===== config.mk =====
export PLATFORM = sky130hd
export DESIGN_NAME = adc_acq_ctrl
export DESIGN_NICKNAME = d
export VERILOG_FILES = /design/src/rtl/adc_acq_pkg.sv /design/src/rtl/adc_pace.sv /design/src/rtl/adc_phase_fsm.sv /design/src/rtl/adc_acq_ctrl.sv
export SDC_FILE = /design/constraint.sdc
export NUM_CORES = 1
export LEC_CHECK = 0
export BUFFER_PORTS_ARGS = -buffer_cell sky130_fd_sc_hd__buf_2
export CORE_ASPECT_RATIO = 1.4
export CORE_MARGIN = 2
export CORE_UTILIZATION = 39
export CTS_CLUSTER_DIAMETER = 80
export CTS_CLUSTER_SIZE = 8
export DETAILED_ROUTE_END_ITERATION = 8
export GPL_ROUTABILITY_DRIVEN = 0
export PLACE_DENSITY = 0.64
export SLEW_MARGIN = 5
export SYNTH_ARGS = -nofsm -noshare
export SYNTH_HDL_FRONTEND = slang
export SYNTH_SLANG_ARGS = --single-unit
export TNS_END_PERCENT = 50

===== constraint.sdc =====
create_clock -name clk -period 6.7 [get_ports clk]
set_input_delay 0.67 -clock clk [delete_from_list [all_inputs] [get_ports clk]]
set_output_delay 0.67 -clock clk [all_outputs]
set_load 0.01 [all_outputs]

===== src/rtl/adc_acq_pkg.sv =====
package adc_acq_pkg;

    typedef enum logic [2:0] {
        ST_IDLE,
        ST_SETUP,
        ST_PULSE,
        ST_WFALL,
        ST_WRISE,
        ST_READ,
        ST_REL
    } seq_state_e;

    typedef struct packed {
        logic cs_n;
        logic rc;
    } ctl_lines_t;

    // Control line levels for each phase of the sequence
    function automatic ctl_lines_t ctl_of(seq_state_e s);
        ctl_lines_t c;
        case (s)
            ST_SETUP: c = '{cs_n: 1'b1, rc: 1'b0};
            ST_PULSE: c = '{cs_n: 1'b0, rc: 1'b0};
            ST_READ:  c = '{cs_n: 1'b0, rc: 1'b1};
            default:  c = '{cs_n: 1'b1, rc: 1'b1};
        endcase
        return c;
    endfunction

    function automatic int max_of(int a, int b);
        return (a > b) ? a : b;
    endfunction

endpackage


===== src/rtl/adc_pace.sv =====
module adc_pace
    import adc_acq_pkg::*;
#(
    parameter int SPACING_CYC = 63,
    parameter int TMR_W       = 16
) (
    input  logic             clk,
    input  logic             rst,
    input  logic             start_i,
    input  logic [TMR_W-1:0] period_i,
    input  logic             idle_i,
    input  logic             conv_start_i,
    output logic             go_o
);
    localparam int SW = $clog2(SPACING_CYC + 1);

    logic [SW-1:0]    sp_cnt;
    logic [TMR_W-1:0] tmr;
    logic             pend_q;
    logic             sp_ok;
    logic             tick;

    assign sp_ok = (sp_cnt == SW'(SPACING_CYC - 1));
    assign tick  = (period_i != '0) && (tmr == period_i - 1'b1);
    assign go_o  = idle_i && sp_ok && (start_i || tick || pend_q);

    // Spacing counter restarts on every convert command and saturates
    always_ff @(posedge clk) begin
        if (rst)               sp_cnt <= SW'(SPACING_CYC - 1);
        else if (conv_start_i) sp_cnt <= '0;
        else if (!sp_ok)       sp_cnt <= sp_cnt + 1'b1;
    end

    // Rate timer
    always_ff @(posedge clk) begin
        if (rst || period_i == '0)         tmr <= '0;
        else if (tmr >= period_i - 1'b1)   tmr <= '0;
        else                               tmr <= tmr + 1'b1;
    end

    // Requests that cannot be served at once merge into one pending flag
    always_ff @(posedge clk) begin
        if (rst)                    pend_q <= 1'b0;
        else if (go_o)              pend_q <= 1'b0;
        else if (start_i || tick)   pend_q <= 1'b1;
    end

    AST_GO_NEEDS_SPACING: assert property (@(posedge clk) disable iff (rst)
        conv_start_i |=> !go_o);

endmodule


===== src/rtl/adc_phase_fsm.sv =====
module adc_phase_fsm
    import adc_acq_pkg::*;
#(
    parameter int SETUP_CYC   = 1,
    parameter int PULSE_CYC   = 2,
    parameter int ACCESS_CYC  = 4,
    parameter int RELEASE_CYC = 5,
    parameter int TIMEOUT_CYC = 128
) (
    input  logic clk,
    input  logic rst,
    input  logic go_i,
    input  logic busy_i,
    output logic cs_n_o,
    output logic rc_o,
    output logic conv_start_o,
    output logic capture_o,
    output logic idle_o,
    output logic err_o
);
    localparam int MAXC = max_of(max_of(SETUP_CYC, PULSE_CYC),
                                 max_of(max_of(ACCESS_CYC, RELEASE_CYC), TIMEOUT_CYC));
    localparam int CW = $clog2(MAXC + 1);

    seq_state_e  st;
    logic [CW-1:0] cnt;
    logic        err_q;
    ctl_lines_t  ctl;

    assign ctl          = ctl_of(st);
    assign cs_n_o       = ctl.cs_n;
    assign rc_o         = ctl.rc;
    assign idle_o       = (st == ST_IDLE);
    assign conv_start_o = (st == ST_SETUP) && (cnt == CW'(SETUP_CYC - 1));
    assign capture_o    = (st == ST_READ) && (cnt == CW'(ACCESS_CYC - 1));
    assign err_o        = err_q;

    always_ff @(posedge clk) begin
        if (rst) begin
            st    <= ST_IDLE;
            cnt   <= '0;
            err_q <= 1'b0;
        end else begin
            case (st)
                ST_IDLE: if (go_i) begin st <= ST_SETUP; cnt <= '0; end
                ST_SETUP:
                    if (cnt == CW'(SETUP_CYC - 1)) begin st <= ST_PULSE; cnt <= '0; end
                    else cnt <= cnt + 1'b1;
                ST_PULSE:
                    if (cnt == CW'(PULSE_CYC - 1)) begin st <= ST_WFALL; cnt <= '0; end
                    else cnt <= cnt + 1'b1;
                ST_WFALL:
                    if (!busy_i) begin st <= ST_WRISE; cnt <= '0; end
                    else if (cnt == CW'(TIMEOUT_CYC - 1)) begin st <= ST_IDLE; err_q <= 1'b1; end
                    else cnt <= cnt + 1'b1;
                ST_WRISE:
                    if (busy_i) begin st <= ST_READ; cnt <= '0; end
                    else if (cnt == CW'(TIMEOUT_CYC - 1)) begin st <= ST_IDLE; err_q <= 1'b1; end
                    else cnt <= cnt + 1'b1;
                ST_READ:
                    if (cnt == CW'(ACCESS_CYC - 1)) begin st <= ST_REL; cnt <= '0; end
                    else cnt <= cnt + 1'b1;
                ST_REL:
                    if (cnt == CW'(RELEASE_CYC - 1)) begin st <= ST_IDLE; cnt <= '0; end
                    else cnt <= cnt + 1'b1;
                default: st <= ST_IDLE;
            endcase
        end
    end

    AST_SETUP_BEFORE_CS: assert property (@(posedge clk) disable iff (rst)
        (!cs_n_o && !rc_o && $past(cs_n_o)) |-> $past(!rc_o));

    AST_READ_AFTER_BUSY: assert property (@(posedge clk) disable iff (rst)
        (!cs_n_o && rc_o) |-> busy_i);

    AST_ERR_STICKY: assert property (@(posedge clk) disable iff (rst)
        err_o |=> err_o);

    AST_TIMEOUT_IDLE: assert property (@(posedge clk) disable iff (rst)
        $rose(err_o) |-> (idle_o && cs_n_o && rc_o));

endmodule


===== src/rtl/adc_acq_ctrl.sv =====
module adc_acq_ctrl
    import adc_acq_pkg::*;
#(
    parameter int ADC_W       = 12,
    parameter int OUT_W       = 16,
    parameter int TMR_W       = 16,
    parameter int SETUP_CYC   = 1,
    parameter int PULSE_CYC   = 2,
    parameter int SPACING_CYC = 63,
    parameter int ACCESS_CYC  = 4,
    parameter int RELEASE_CYC = 5,
    parameter int TIMEOUT_CYC = 128
) (
    input  logic             clk,
    input  logic             rst,
    input  logic             start_i,
    input  logic [TMR_W-1:0] rate_period_i,
    input  logic             busy_i,
    input  logic [ADC_W-1:0] adc_bus_i,
    output logic             cs_n_o,
    output logic             rc_o,
    output logic             bus_free_o,
    output logic             vld_o,
    output logic [OUT_W-1:0] data_o,
    output logic             err_o
);
    localparam int EXT = OUT_W - ADC_W;
    localparam int GW  = $clog2(SPACING_CYC + 1);

    logic go, idle, conv_start, capture;
    logic vld_q;
    logic [OUT_W-1:0] data_q;

    adc_pace #(
        .SPACING_CYC(SPACING_CYC),
        .TMR_W      (TMR_W)
    ) u_pace (
        .clk         (clk),
        .rst         (rst),
        .start_i     (start_i),
        .period_i    (rate_period_i),
        .idle_i      (idle),
        .conv_start_i(conv_start),
        .go_o        (go)
    );

    adc_phase_fsm #(
        .SETUP_CYC  (SETUP_CYC),
        .PULSE_CYC  (PULSE_CYC),
        .ACCESS_CYC (ACCESS_CYC),
        .RELEASE_CYC(RELEASE_CYC),
        .TIMEOUT_CYC(TIMEOUT_CYC)
    ) u_fsm (
        .clk         (clk),
        .rst         (rst),
        .go_i        (go),
        .busy_i      (busy_i),
        .cs_n_o      (cs_n_o),
        .rc_o        (rc_o),
        .conv_start_o(conv_start),
        .capture_o   (capture),
        .idle_o      (idle),
        .err_o       (err_o)
    );

    always_ff @(posedge clk) begin
        if (rst) begin
            vld_q  <= 1'b0;
            data_q <= '0;
        end else begin
            vld_q <= capture;
            if (capture) data_q <= {{EXT{adc_bus_i[ADC_W-1]}}, adc_bus_i};
        end
    end

    assign vld_o      = vld_q;
    assign data_o     = data_q;
    assign bus_free_o = idle;

    // Checker state: cycles since the previous convert command began
    logic          conv_now, conv_prev;
    logic [GW-1:0] gap;
    assign conv_now = !cs_n_o && !rc_o;

    always_ff @(posedge clk) begin
        if (rst) begin
            conv_prev <= 1'b0;
            gap       <= GW'(SPACING_CYC);
        end else begin
            conv_prev <= conv_now;
            if (conv_now && !conv_prev)      gap <= GW'(1);
            else if (gap != GW'(SPACING_CYC)) gap <= gap + 1'b1;
        end
    end

    AST_CONV_SPACING: assert property (@(posedge clk) disable iff (rst)
        (conv_now && !conv_prev) |-> (gap >= GW'(SPACING_CYC)));

    AST_VLD_ONE_CYCLE: assert property (@(posedge clk) disable iff (rst)
        vld_o |=> !vld_o);

    AST_CAPTURE_WORD: assert property (@(posedge clk) disable iff (rst)
        vld_o |-> (data_o[ADC_W-1:0] == $past(adc_bus_i)));

    AST_SIGN_FILL: assert property (@(posedge clk) disable iff (rst)
        vld_o |-> (data_o[OUT_W-1:ADC_W] == {EXT{$past(adc_bus_i[ADC_W-1])}}));

    AST_BUS_QUIET: assert property (@(posedge clk) disable iff (rst)
        (!cs_n_o && !rc_o) |-> !bus_free_o);

endmodule


# ---- Word level (Yosys, flattened, before mapping)
# Cells that the tools add are included.
# W data, S select, Z words.
dict set report op_classes {
  n_eq_ne 20
  reduce_logical 20
  n_addsub 4
  order_cmp 1
  mux 25
}
# cell n
set ops {}
lappend ops {{$mux W8} 8}
lappend ops {{$pmux W8 S7} 1}
lappend ops {{$mux W3} 8}
lappend ops {{$pmux W3 S7} 1}
lappend ops {{$add A16 B1 Y16 const B} 1}
lappend ops {{$eq A16 B16 Y1} 1}
lappend ops {{$ge A16 B16 Y1} 1}
lappend ops {{$logic_not A16 Y1} 1}
lappend ops {{$reduce_bool A16 Y1} 1}
lappend ops {{$sub A16 B1 Y16 const B} 1}
lappend ops {{$mux W6} 2}
lappend ops {{$ne A2 B2 Y1 const B} 6}
lappend ops {{$eq A3 B3 Y1 const B} 3}
lappend ops {{$add A8 B1 Y8 const B} 1}
lappend ops {{$eq A8 B1 Y1 const B} 1}
lappend ops {{$eq A8 B2 Y1 const B} 1}
lappend ops {{$eq A8 B3 Y1 const B} 1}
lappend ops {{$eq A8 B7 Y1 const B} 1}
lappend ops {{$logic_not A8 Y1} 1}
lappend ops {{$reduce_bool A7 Y1} 1}
lappend ops {{$add A6 B1 Y6 const B} 1}
lappend ops {{$eq A3 B2 Y1 const B} 2}
lappend ops {{$eq A6 B6 Y1 const B} 1}
lappend ops {{$pmux W2 S3} 1}
lappend ops {{other kinds (12)} 23}
dict set report totals {
  input_bits 32
  word_cells 79
  regBits 48
}

# ---- Longest topological paths before layout
dict set report logic_depth {
  word_depth 8
  ltp_mapped 13
  mapped_depth_nobuf 12
}

# ---- Hierarchy
# From an unflattened synthesis, not the netlist that was laid out.
dict set report hier_totals {
  cells_unflattened 365
  area_unflattened_um2 3143.0
}
# module area_per_inst_um2 cells_per_inst seq_area_each_um2 instances
set by_module_without_submodules {}
lappend by_module_without_submodules {adc_pace 1636.6 190 460.4 1}
lappend by_module_without_submodules {adc_phase_fsm 1008.5 130 240.2 1}
lappend by_module_without_submodules {adc_acq_ctrl 498.0 45 260.2 1}

# ---- Worst setup path before layout
# OpenSTA, ideal clock, no wires.
dict set report synth_timing {
  path_kind {input to register}
  from {in rate_period_i[6]}
  to {reg u_fsm.cnt[7]}
  n_path_buf 1
  path_stages 12
  t_arrival_ns 3.168
  t_required_ns 6.580
  slack_ns 3.412
  path_cell_list {clkbuf_2 -> or4_1 -> nor2_1 -> nand3b_1 -> xor2_1 -> ha_1 -> nand4_1 -> nor4_1 -> a211oi_2 -> a21o_1 -> and2b_1 -> a211o_1}
}
dict set report synth_via {
  elab_chain_len 8
  word_cells_on_any_way 9
  classes_between {add/sub: 1; eq/ne: 2; reduce/logical: 6}
}
# item line_no
set synth_rtl {}
lappend synth_rtl {{start, declared} adc_acq_ctrl.sv:17} ;# input logic [TMR_W-1:0] rate_period_i,
lappend synth_rtl {{$sub A16 B1 Y16} adc_pace.sv:24} ;# assign tick = (period_i != '0) && (tmr == period_i - 1'b1);
lappend synth_rtl {{$eq A16 B16 Y1} adc_pace.sv:24}
lappend synth_rtl {{$logic_and A1 B1 Y1 (*)} adc_pace.sv:24}
lappend synth_rtl {{$logic_or A1 B1 Y1 (*) (2 in series)} adc_pace.sv:25} ;# assign go_o = idle_i && sp_ok && (start_i || tick || pend_q);
lappend synth_rtl {{$logic_and A1 B1 Y1 (*)} adc_pace.sv:25}
lappend synth_rtl {{$ne A2 B2 Y1 (no source line) (*)} -}
lappend synth_rtl {{$reduce_and A2 Y1 (no source line) (*)} -}
lappend synth_rtl {{end signal, assigned} adc_phase_fsm.sv:48} ;# else cnt <= cnt + 1'b1;
lappend synth_rtl {{end signal, assigned} adc_phase_fsm.sv:51} ;# else cnt <= cnt + 1'b1;
lappend synth_rtl {{end signal, assigned} adc_phase_fsm.sv:55} ;# else cnt <= cnt + 1'b1;
lappend synth_rtl {{end, declared} adc_phase_fsm.sv:26} ;# logic [CW-1:0] cnt;
# Mark *: on every way between the ends. The rest lies on a longest branch, timed or not.
# A chain may end at the register's enable or synchronous reset.

# ---- Worst setup path after layout
dict set report layout_timing {
  from {in rate_period_i[2]}
  to {reg u_fsm.cnt[4]}
}
# The elaborated chain is that of the path after synthesis.

==> impl_metrics.json <==
{
  "outcome": "complete, no violations",
  "yosys.area.top_type": "dfxtp_1",
  "fillCellCount": 786,
  "routedWlPerCell_um": 12.91,
  "route.vias.total": 2769,
  "slowest_stage": "nor4_4",
  "drc_errors": 0,
  "place_area_mm2": 0.003405,
  "grt_usage": 0.1688,
  "cp-end-kind": "register",
  "ioPinCount": 53,
  "final_cells": 527,
  "synth_cells": 384,
  "fin_total_pwr_mw": 0.8538,
  "root_buffer": "clkbuf_8",
  "numCtsBuffers": 5,
  "die_width_um": 79.69,
  "hold_violations": 0,
  "r2r_cells": 8,
  "period_share": 0.5010,
  "crit_cells": 13,
  "setup_viol": 0,
  "cts.sinks": 48,
  "dp.cells": 519,
  "postSynth.asyncResetShare": 0,
  "synth_area_mm2": 0.003128,
  "dp_hpwl_um": 5141,
  "required_ps": 6870,
  "cp.arrival_ps": 3530,
  "seqCellArea_um2": 960.9,
  "ys_seq_elements": 48,
  "cp-endpoint": "u_fsm.cnt[4]",
  "worst_slack_ps": 3343,
  "start_util": 0.4036,
  "ant_nets": 0,
  "slew_viol_final": 0,
  "synth_area_leaders": "dfxtp_1, ha_1, nand2_1",
  "portBuffers": 52,
  "finish.net_count": 482,
  "crit_family": "simple AND/OR/NAND/NOR gates",
  "cts_hold_buf": 0,
  "path_class": "primary input to register",
  "grt_max_degree": 36,
  "synthToLayoutAreaGrowth_pct": 11.92,
  "insertion_delay_ps": 310,
  "r2r_end": "u_pace.tmr[2]",
  "fin_crit_ps": 3357,
  "cts_buffer_depth": 2,
  "first_iter_violations": 131,
  "fin_hold_ws_ps": 458.3,
  "power_density_mw_per_mm2": 243.9,
  "relSlewSlack": 0.2537,
  "worstSetupStartpointType": "primary input",
  "fp-row-count": 38,
  "seq_area_frac_synth": 0.3072,
  "cts_tree": "yes",
  "viasPerCell": 5.254,
  "ys_warn_count": 0,
  "stdcell_area_mm2": 0.003501,
  "cts-resized-gates": 0,
  "drt-total-wl_um": 6805,
  "overflow": 0,
  "max-vdd-ir-drop_uv": 151.0,
  "worst_path_largest_cell_delay_ps": 390,
  "drv_cap": 0,
  "drive_gt1_frac": 0.1874,
  "synth_top_area_frac": 0.3072,
  "dr.pass1.iters": 4,
  "utilization": 0.4517,
  "multi_input_area_mm2": 0.002009,
  "postCtsSetupBuffers": 0,
  "dp_slack_ps": 3027,
  "avgSynthCellArea_um2": 8.146,
  "yosysUniqueCellTypes": 64,
  "tightest_slew_ps": 1112,
  "setup_tns_ps": 0,
  "antenna_found_initial": 0,
  "clkTransAtPathRegs_ps": 90,
  "worstPathMaxFanout": 5,
  "path_cells": "buf_2, nor4_4, nand2_1, nor2_1, nand3b_1, xor2_1, ha_1, nand4_1, nor4_1, a211oi_2, a211o_2, a211oi_1, nor3_1",
  "timing.rr.start": "u_pace.tmr[0]",
  "cellLeakagePower_nw": 1.543,
  "rrSetupSlack_ps": 4320,
  "syn-num-nets": 440,
  "worst-path-buf-inv": 1,
  "rsz0062_at_grt": "no",
  "htree_levels": 2,
  "finClkSkew_ps": 9.974,
  "grt_pass1_vias": 2748,
  "fmax_mhz": 297.9,
  "grt_pass1_wl_um": 11970,
  "synth_edf_count": 0,
  "synth_ff_type": "dfxtp_1",
  "die_y_um": 110.0,
  "critical_path.startpoint": "rate_period_i[2]",
  "die_area_mm2": 0.008763,
  "core_area_mm2": 0.007750,
  "diodes": 0,
  "hold_class": "register to register"
}
[synth_stat cells (3+ instances only)]
cell type,instances
ha_1,24
nand4_1,9
nand3b_1,5
dfxtp_1,48
nand3_1,14
and3_1,4
nor2b_1,3
xnor2_1,15
clkbuf_1,5
a21oi_1,24
inv_1,11
xor2_1,14
nor2_1,42
a21o_1,10
o21bai_1,3
a211oi_1,3
o21ai_0,6
a31oi_1,4
buf_2,5
nor3_1,14
buf_4,4
nand2b_1,5
nand2_1,61
[routing by layer]
layer | wire (µm) | GRT usage
met1 | 3014 | 0.1977
met2 | 3450 | 0.3091
met3 | 225 | 0.02217
met4 | 114 | 0.06404
met5 | 0 | 0
[report_power, final]
| part | switching [mW] | internal (mW) | leakage, nW |
|---|---|---|---|
| Sequential | 0.0353 | 0.313 | 0.390 |
| Clock | 0.104 | 0.0846 | 0.0516 |
| Combinational | 0.181 | 0.136 | 1.10 |
| Total | 0.321 | 0.533 | 1.54 |
[area by class of cell]
type	instances	share of cell area
clock inverter	2	0.003931
tap	100	0.03574
inverter	11	0.01179
clock buffer	6	0.02359
timing repair buffer	53	0.07648
sequential	48	0.2745
multi-input combinational	307	0.5740
[state kept, by name, summed over array words and instances, names as in the netlist]
register	flops
data_o	12
u_fsm.cnt	8
u_fsm.err_o	1
u_fsm.st	3
u_pace.pend_q	1
u_pace.sp_cnt	6
u_pace.tmr	16
vld_o	1
[how the worst min path moves through the flow]
stage                             start            end  slack, ps  depth (start not counted)
after floorplan           u_pace.tmr[0]  u_pace.tmr[0]        440                          1
after global placement        data_o[8]      data_o[8]        440                          2
after detailed placement      data_o[3]      data_o[3]        450                          2
after CTS                     data_o[3]      data_o[3]        460                          2
after global routing          data_o[7]      data_o[7]        490                          2
final                         data_o[9]      data_o[9]        460                          2
[layout by cell type, fill, tap and decap left out, types with 11 or more instances in the layout]
cell type,count
nor3_1,14
dfxtp_1,48
buf_2,52
nand3_1,14
ha_1,24
xnor2_1,15
inv_1,11
a21oi_1,24
nand2_1,61
nor2_1,42
xor2_1,14
[cells by family after synthesis]
logic type	count (synthesis)	synth area share
buf+inv	29	0.05040
simple gates	185	0.3124
compound gates	68	0.1492
mux	1	0.003600
xor+xnor	29	0.08120
flops	48	0.3072
fa+ha+maj	24	0.09600
[worst min-delay path, stage by stage, from the launching register on]
cell,delay (ps)
dfxtp_1,320
nand2_1,50
a21oi_1,50
Note: power is estimated with default switching activity, not from simulation.
